<file path="src/rtl/sq_pkg.sv">
package sq_pkg;

   // per-slot status bits
   typedef struct packed {
      logic can_wb;
      logic committed;
      logic completed;
   } sq_flags_t;

   // advance a ring pointer by amt over n slots
   function automatic int unsigned ring_fwd(int unsigned p, int unsigned amt, int unsigned n);
      return (p + amt) % n;
   endfunction

   // retreat a ring pointer by amt over n slots
   function automatic int unsigned ring_back(int unsigned p, int unsigned amt, int unsigned n);
      return (p + n - (amt % n)) % n;
   endfunction

endpackage

</file>
<file path="src/rtl/sq_slot_bank.sv">
module sq_slot_bank
   import sq_pkg::*;
#(
   parameter int SLOTS  = 5,
   parameter int IDX_W  = 3,
   parameter int SEQ_W  = 16,
   parameter int ADDR_W = 32,
   parameter int DATA_W = 64,
   parameter int SIZE_W = 4
) (
   input  logic              clk,
   input  logic              rst_n,
   input  logic              alloc_en,
   input  logic [IDX_W-1:0]  alloc_at,
   input  logic [SEQ_W-1:0]  alloc_seq,
   input  logic              fill_en,
   input  logic [IDX_W-1:0]  fill_at,
   input  logic [ADDR_W-1:0] fill_addr,
   input  logic [SIZE_W-1:0] fill_size,
   input  logic [DATA_W-1:0] fill_data,
   input  logic              commit_en,
   input  logic [SEQ_W-1:0]  commit_seq,
   input  logic              squash_en,
   input  logic [SEQ_W-1:0]  squash_seq,
   input  logic              free_en,
   input  logic [IDX_W-1:0]  free_at,
   input  logic [IDX_W-1:0]  rd_at,
   input  logic [IDX_W-1:0]  hd_at,
   output logic [SLOTS-1:0]  newc_vec,
   output logic [SLOTS-1:0]  kill_vec,
   output logic              rd_live,
   output sq_flags_t         rd_flags,
   output logic [ADDR_W-1:0] rd_addr,
   output logic [SIZE_W-1:0] rd_size,
   output logic [DATA_W-1:0] rd_data,
   output logic              hd_live,
   output logic [SEQ_W-1:0]  hd_seq
);

   logic [SLOTS-1:0]  live_w;
   logic [SEQ_W-1:0]  seq_w  [SLOTS];
   logic [ADDR_W-1:0] addr_w [SLOTS];
   logic [SIZE_W-1:0] size_w [SLOTS];
   logic [DATA_W-1:0] data_w [SLOTS];
   sq_flags_t         flag_w [SLOTS];

   for (genvar g = 0; g < SLOTS; g++) begin : g_slot
      logic              v_r;
      logic [SEQ_W-1:0]  s_r;
      logic [ADDR_W-1:0] a_r;
      logic [SIZE_W-1:0] z_r;
      logic [DATA_W-1:0] d_r;
      sq_flags_t         f_r;
      logic              hit_alloc, hit_free, hit_fill, newc, kill;

      assign hit_alloc = alloc_en && (alloc_at == IDX_W'(g));
      assign hit_free  = free_en  && (free_at  == IDX_W'(g));
      assign hit_fill  = fill_en  && (fill_at  == IDX_W'(g)) && v_r;
      assign newc      = commit_en && v_r && !f_r.committed && (s_r <= commit_seq);
      assign kill      = squash_en && v_r && !f_r.committed && (s_r > squash_seq);

      always_ff @(posedge clk) begin
         if (!rst_n) begin
            v_r <= 1'b0;
            s_r <= '0;
            a_r <= '0;
            z_r <= '0;
            d_r <= '0;
            f_r <= '0;
         end else if (hit_alloc) begin
            v_r <= 1'b1;
            s_r <= alloc_seq;
            a_r <= '0;
            z_r <= '0;
            d_r <= '0;
            f_r <= '0;
         end else if (hit_free) begin
            v_r          <= 1'b0;
            f_r.completed <= 1'b1;
         end else if (kill) begin
            v_r <= 1'b0;
         end else begin
            if (hit_fill) begin
               a_r <= fill_addr;
               z_r <= fill_size;
               d_r <= fill_data;
            end
            if (newc) begin
               f_r.committed <= 1'b1;
               f_r.can_wb    <= 1'b1;
            end
         end
      end

      assign newc_vec[g] = newc;
      assign kill_vec[g] = kill;
      assign live_w[g]   = v_r;
      assign seq_w[g]    = s_r;
      assign addr_w[g]   = a_r;
      assign size_w[g]   = z_r;
      assign data_w[g]   = d_r;
      assign flag_w[g]   = f_r;
   end

   assign rd_live  = live_w[rd_at];
   assign rd_flags = flag_w[rd_at];
   assign rd_addr  = addr_w[rd_at];
   assign rd_size  = size_w[rd_at];
   assign rd_data  = data_w[rd_at];
   assign hd_live  = live_w[hd_at];
   assign hd_seq   = seq_w[hd_at];

   // the tail slot handed out is never occupied
   p_alloc_empty_r1: assert property (@(posedge clk) disable iff (!rst_n)
      alloc_en |-> !live_w[alloc_at]);

   // a slot that is allocated starts with size zero
   p_alloc_size_r3: assert property (@(posedge clk) disable iff (!rst_n)
      alloc_en |=> (size_w[$past(alloc_at)] == '0));

endmodule

</file>
<file path="src/rtl/sq_wb_port.sv">
module sq_wb_port
   import sq_pkg::*;
(
   input  logic      clk,
   input  logic      rst_n,
   input  logic      slot_live,
   input  sq_flags_t slot_flags,
   input  logic      mem_ready,
   input  logic      mem_retry,
   output logic      req,
   output logic      accept
);

   logic blocked_r;

   assign req    = slot_live && slot_flags.can_wb && !slot_flags.completed && !blocked_r;
   assign accept = req && mem_ready;

   always_ff @(posedge clk) begin
      if (!rst_n)                  blocked_r <= 1'b0;
      else if (req && !mem_ready)  blocked_r <= 1'b1;
      else if (mem_retry)          blocked_r <= 1'b0;
   end

   // a refused request silences the port in the following cycle
   p_refuse_blocks_r6: assert property (@(posedge clk) disable iff (!rst_n)
      (req && !mem_ready) |=> !req);

   // while blocked and no retry comes, the port stays silent
   p_block_holds_r6: assert property (@(posedge clk) disable iff (!rst_n)
      (!req && blocked_r && !mem_retry) |=> !req);

endmodule

</file>
<file path="src/rtl/sq_store_queue.sv">
module sq_store_queue
   import sq_pkg::*;
#(
   parameter int DEPTH  = 4,
   parameter int SEQ_W  = 16,
   parameter int ADDR_W = 32,
   parameter int DATA_W = 64,
   parameter int SIZE_W = 4,
   localparam int SLOTS = DEPTH + 1,
   localparam int IDX_W = $clog2(SLOTS),
   localparam int CNT_W = $clog2(SLOTS + 1)
) (
   input  logic              clk,
   input  logic              rst_n,
   input  logic              alloc_valid,
   input  logic [SEQ_W-1:0]  alloc_seq,
   output logic [IDX_W-1:0]  alloc_idx,
   input  logic              fill_valid,
   input  logic [IDX_W-1:0]  fill_idx,
   input  logic [ADDR_W-1:0] fill_addr,
   input  logic [SIZE_W-1:0] fill_size,
   input  logic [DATA_W-1:0] fill_data,
   input  logic              commit_valid,
   input  logic [SEQ_W-1:0]  commit_seq,
   input  logic              squash_valid,
   input  logic [SEQ_W-1:0]  squash_seq,
   output logic              wb_will,
   output logic [ADDR_W-1:0] wb_req_addr,
   output logic [SIZE_W-1:0] wb_req_size,
   output logic [DATA_W-1:0] wb_req_data,
   input  logic              wb_req_ready,
   input  logic              wb_retry,
   input  logic              wb_done,
   output logic [CNT_W-1:0]  occupancy,
   output logic              full,
   output logic [CNT_W-1:0]  wb_pending,
   output logic              has_wb,
   output logic [SEQ_W-1:0]  head_seq
);

   if (DEPTH < 2) begin : g_bad_depth
      $error("sq_store_queue: DEPTH must be at least 2");
   end
   if (SEQ_W < 2 || ADDR_W < 1 || DATA_W < 8 || SIZE_W < 1) begin : g_bad_width
      $error("sq_store_queue: field widths out of range");
   end

   logic [IDX_W-1:0] head_r, tail_r, wbp_r;
   logic [CNT_W-1:0] count_r, pend_r;
   logic [SLOTS-1:0] newc_vec, kill_vec;
   logic             rd_live, hd_live, accept, alloc_ok;
   sq_flags_t        rd_flags;
   logic [SEQ_W-1:0] hd_seq_raw;
   logic [CNT_W-1:0] n_new, n_kill;

   assign full     = (count_r >= CNT_W'(SLOTS - 1));
   assign alloc_ok = alloc_valid && !squash_valid && !full;
   assign n_new    = CNT_W'($countones(newc_vec));
   assign n_kill   = CNT_W'($countones(kill_vec));

   sq_slot_bank #(
      .SLOTS (SLOTS), .IDX_W (IDX_W), .SEQ_W (SEQ_W),
      .ADDR_W(ADDR_W), .DATA_W(DATA_W), .SIZE_W(SIZE_W)
   ) i_bank (
      .clk       (clk),
      .rst_n     (rst_n),
      .alloc_en  (alloc_ok),
      .alloc_at  (tail_r),
      .alloc_seq (alloc_seq),
      .fill_en   (fill_valid),
      .fill_at   (fill_idx),
      .fill_addr (fill_addr),
      .fill_size (fill_size),
      .fill_data (fill_data),
      .commit_en (commit_valid),
      .commit_seq(commit_seq),
      .squash_en (squash_valid),
      .squash_seq(squash_seq),
      .free_en   (wb_done),
      .free_at   (head_r),
      .rd_at     (wbp_r),
      .hd_at     (head_r),
      .newc_vec  (newc_vec),
      .kill_vec  (kill_vec),
      .rd_live   (rd_live),
      .rd_flags  (rd_flags),
      .rd_addr   (wb_req_addr),
      .rd_size   (wb_req_size),
      .rd_data   (wb_req_data),
      .hd_live   (hd_live),
      .hd_seq    (hd_seq_raw)
   );

   sq_wb_port i_port (
      .clk       (clk),
      .rst_n     (rst_n),
      .slot_live (rd_live),
      .slot_flags(rd_flags),
      .mem_ready (wb_req_ready),
      .mem_retry (wb_retry),
      .req       (wb_will),
      .accept    (accept)
   );

   always_ff @(posedge clk) begin
      if (!rst_n) begin
         head_r  <= '0;
         tail_r  <= '0;
         wbp_r   <= '0;
         count_r <= '0;
         pend_r  <= '0;
      end else begin
         if (squash_valid)
            tail_r <= IDX_W'(ring_back(int'(tail_r), int'(n_kill), SLOTS));
         else if (alloc_ok)
            tail_r <= IDX_W'(ring_fwd(int'(tail_r), 1, SLOTS));
         if (wb_done)
            head_r <= IDX_W'(ring_fwd(int'(head_r), 1, SLOTS));
         if (accept)
            wbp_r <= IDX_W'(ring_fwd(int'(wbp_r), 1, SLOTS));
         count_r <= count_r + CNT_W'(alloc_ok) - CNT_W'(wb_done) - n_kill;
         pend_r  <= pend_r + n_new - CNT_W'(accept);
      end
   end

   assign alloc_idx  = tail_r;
   assign occupancy  = count_r;
   assign wb_pending = pend_r;
   assign has_wb     = (pend_r != '0);
   assign head_seq   = hd_live ? hd_seq_raw : '0;

   // never more stores than usable slots
   p_no_overflow_r2: assert property (@(posedge clk) disable iff (!rst_n)
      occupancy <= CNT_W'(DEPTH));

   // allocation while full leaves the tail where it was
   p_full_drop_r2: assert property (@(posedge clk) disable iff (!rst_n)
      (full && alloc_valid && !squash_valid) |=> (alloc_idx == $past(alloc_idx)));

   // empty queue reports a zero head sequence
   p_empty_head_r9: assert property (@(posedge clk) disable iff (!rst_n)
      (occupancy == '0) |-> (head_seq == '0));

   // pending write-backs never exceed the stores held
   p_pend_bound_r4: assert property (@(posedge clk) disable iff (!rst_n)
      wb_pending <= occupancy);

   // a completion only arrives while a store is held
   p_done_live_r7: assert property (@(posedge clk) disable iff (!rst_n)
      wb_done |-> (occupancy != '0));

endmodule

</file>
<file path="config.mk">
export PLATFORM = sky130hd
export DESIGN_NAME = sq_store_queue
export DESIGN_NICKNAME = d
export VERILOG_FILES = /design/src/rtl/sq_pkg.sv /design/src/rtl/sq_slot_bank.sv /design/src/rtl/sq_wb_port.sv /design/src/rtl/sq_store_queue.sv
export SDC_FILE = /design/constraint.sdc
export NUM_CORES = 2
export LEC_CHECK = 0
export BUFFER_PORTS_ARGS = -buffer_cell sky130_fd_sc_hd__buf_4
export CAP_MARGIN = 25
export CORE_MARGIN = 4
export CORE_UTILIZATION = 57
export CTS_CLUSTER_SIZE = 30
export DETAILED_ROUTE_END_ITERATION = 7
export HOLD_SLACK_MARGIN = 0.05
export PLACE_DENSITY = 0.83
export SLEW_MARGIN = 15
export SYNTH_ARGS = -nofsm -noshare
export SYNTH_HDL_FRONTEND = slang
export SYNTH_SLANG_ARGS = --single-unit
</file>
<file path="constraint.sdc">
create_clock -name clk -period 20.1 [get_ports clk]
set_clock_uncertainty 0.2 [all_clocks]
set_input_delay 1.005 -clock clk [delete_from_list [all_inputs] [get_ports clk]]
set_output_delay 1.005 -clock clk [all_outputs]
set_load 0.005 [all_outputs]
</file>
==> qor.yml <==
status: "completed"
crit_fanout: 9
post_cts_buffers: 0
cp_slowest_cell: "mux2i_1"
synth.avg_cell_area_um2: 8.54
clockBufferDepth: 3
clk_latency_ns: 0.61
ys.flop_type: "dfxtp_1"
start_util_pct: 57.9
final_net_count: 4249
synth_cell_types: 73
fp.dieW_um: 245
worstSetupStartpoint: "squash_seq[2]"
io_buffer_count: 287
ant_nets: 0
cp.buffers_inverters: 5
crit_cells: 40
finalMaxSlewViolations: 0
cts-buffers-inserted: 67
io_pins: 288
critPathMaxStageDelay_ns: 0.51
vias: 28700
fin_setup_tns_ns: 0
worstSetupPathType: "in -> reg"
synthArstFlopShare_pct: 0
fmax_ghz: 0.103
arrival_ns: 10.01
holdPathStages: 2
cts.sinks: 611
final_common_cell: "nand2_1"
yosysWarningCount: 0
dp_slack_ns: 10.0
drt-pass1-iter-count: 6
setup_ws_ns: 10.40
ir_drop_v: 0.0000656
critical_path.endpoint: "alloc_idx[0]"
netSwitchingPower_uw: 895
die-area_mm2: 0.0600
routabilityCongestion: 0.991
synth_edf_count: 0
crit_top_cell: "ha_1"
wl_um: 98500
p_int_uw: 2220
cp_top_family: "compound AO/OA/AOI/OAI gates"
worstMarginPinSlew_ns: 1.05
ctsHoldBuffers: 0
core.rowCount: 86
viasPerCell: 6.13
final_cell_mix: "nand2_1, dfxtp_1, a21oi_1, buf_4, mux2i_1"
combPwrFrac_pct: 16.8
grt_start_max_net_pins: 104
synthTopCellsByArea: "dfxtp_1, nand2_1, mux2i_1, mux4_2, ha_1"
switching_share_pct: 28.7
finalSetupViolCount: 0
design_area_mm2: 0.0370
grt_pass1_wl_um: 154000
area_growth_syn_to_layout_pct: 15.4
power_per_cell_area_mw_per_mm2: 84.3
grt_antenna_before_repair: 9
synth_top_area_cell: "dfxtp_1"
grt_pass1_vias: 28900
syn_nets: 4119
drive_above_1_share_pct: 14.8
synth_top_area_share_pct: 38.2
finalCriticalPeriod_ns: 9.70
dpl.hpwl_um: 60400
r2r_cells: 38
start_kind: "primary input"
timing.rr.start: "i_bank.g_slot[4].s_r[2]"
wl_per_cell_um: 21.0
track_usage_pct: 31.9
p_seq_share_pct: 40.9
overflow: 0
r2r_end: "alloc_idx[0]"
h-tree-depth: 3
leakagePower_uw: 0.0139
reg2reg_slack_ns: 10.72
drc: 0
clkTransAtPathRegs_ns: 0.06
required_ns: 20.41
dpl_cell_area_mm2: 0.0345
synthCells: 3751
coreArea_mm2: 0.0553
cp-end-kind: "flip-flop"
drtIter0Drc: 2631
clkPwrFrac_pct: 42.3
synth_seq_cells: 611
hold_class: "reg -> reg"
cts-root-buf: "clkbuf_16"
die_h_um: 245
finalCritPeriodShare_pct: 48.3
syn_area_mm2: 0.0320
cts_resized: 0
maxSlewHeadroom_pct: 29.9
grt_setup_unrepaired: "false"
drv_cap: 0
cts_tree: "done"
ys_seq_area_share_pct: 38.2
finalHoldViolCount: 0
[state kept, by name, summed over array words and instances, names as in the netlist, 5 cells and up]
signal             count
i_bank.g_slot.a_r    160
i_bank.flag_w         10
i_bank.g_slot.v_r      5
i_bank.g_slot.d_r    320
i_bank.g_slot.z_r     20
i_bank.g_slot.s_r     80
[cell families (layout without fill, tap and decap cells)]
group	Yosys count	after routing	synth area share, %
AOI/OAI and AO/OA	727	727	12.9
xor gates and xnor gates	14	14	0.383
adders and majority gates	208	208	8.31
buffers and inverters	446	627	5.43
DFF	611	611	38.2
muxes	423	423	17.8
other	0	9	0
and+or+nand+nor	1322	1322	17.0
[worst min-delay path: stages, from the launching register on]
cell     delay, ns
dfxtp_1       0.31
nand2_1       0.05
a21oi_1       0.05
[worst min-delay path by stage]
| stage | start | to | slack [ns] |
|---|---|---|---|
| final | i_bank.g_slot[3].d_r[3] | i_bank.g_slot[3].d_r[3] | 0.25 |
| after global routing | i_bank.g_slot[0].d_r[62] | i_bank.g_slot[0].d_r[62] | 0.27 |
| after CTS | i_bank.g_slot[3].d_r[59] | i_bank.g_slot[3].d_r[59] | 0.25 |
| after detailed placement | i_bank.g_slot[3].d_r[10] | i_bank.g_slot[3].d_r[10] | 0.24 |
| after global placement | i_bank.g_slot[3].a_r[1] | i_bank.g_slot[3].a_r[1] | 0.24 |
| after floorplan | i_bank.flag_w[3] | i_bank.flag_w[3] | 0.23 |
[power groups by stage]
stage / combinational (µW) / sequential, µW / clock (µW)
6_report: 523 / 1270 / 1320
5_1_grt: 566 / 1280 / 1380
4_1_cts: 508 / 1270 / 1330
3_5_place_dp: 506 / 1300 / 0
3_3_place_gp: 495 / 1300 / 0
2_1_floorplan: 321 / 1290 / 0
[synth_stat cells, types with 13 or more instances]
cell and number:
a21boi_0 16, buf_2 23, a21o_1 42, inv_1 181, a21oi_1 318, xnor2_1 13, ha_1 200, a22oi_1 17
clkbuf_1 202, nor2b_1 22, dfxtp_1 611, o21a_1 22, o21ai_0 234, nand4_1 31, nor2_1 164, nand3_1 119
nand2_1 920, buf_1 28, mux4_2 116, mux2i_1 304
[per-stage QoR]
stage,hold WS [ns],util (%),std cells,power (µW)
finish,0.250,66.8,4689,3120
global route,0.266,66.8,4689,3230
floorplan,0.230,-,3751,1610
detailed placement,0.244,62.4,4557,1810
global placement,0.239,62.3,4555,1790
CTS,0.252,66.7,4677,3110
[routing by layer]
| metal | GRT usage [%] | up-vias | wire length [µm] |
|---|---|---|---|
| li1 | - | 13100 | - |
| met1 | 40.5 | 13800 | 38000 |
| met2 | 52.3 | 1527 | 46300 |
| met3 | 5.55 | 305 | 9350 |
| met4 | 17.0 | 0 | 4870 |
| met5 | 0 | - | 0 |
[area by class of cell]
class | count | area (µm²)
inverter | 183 | 687
sequential | 611 | 12200
clock buffer | 100 | 1990
tap | 748 | 936
fill | 4490 | 18300
timing repair buffer | 324 | 2530
antenna | 9 | 22.5
multi-input combinational | 2694 | 18200
clock inverter | 20 | 365
(Power assumes the default switching activity.)
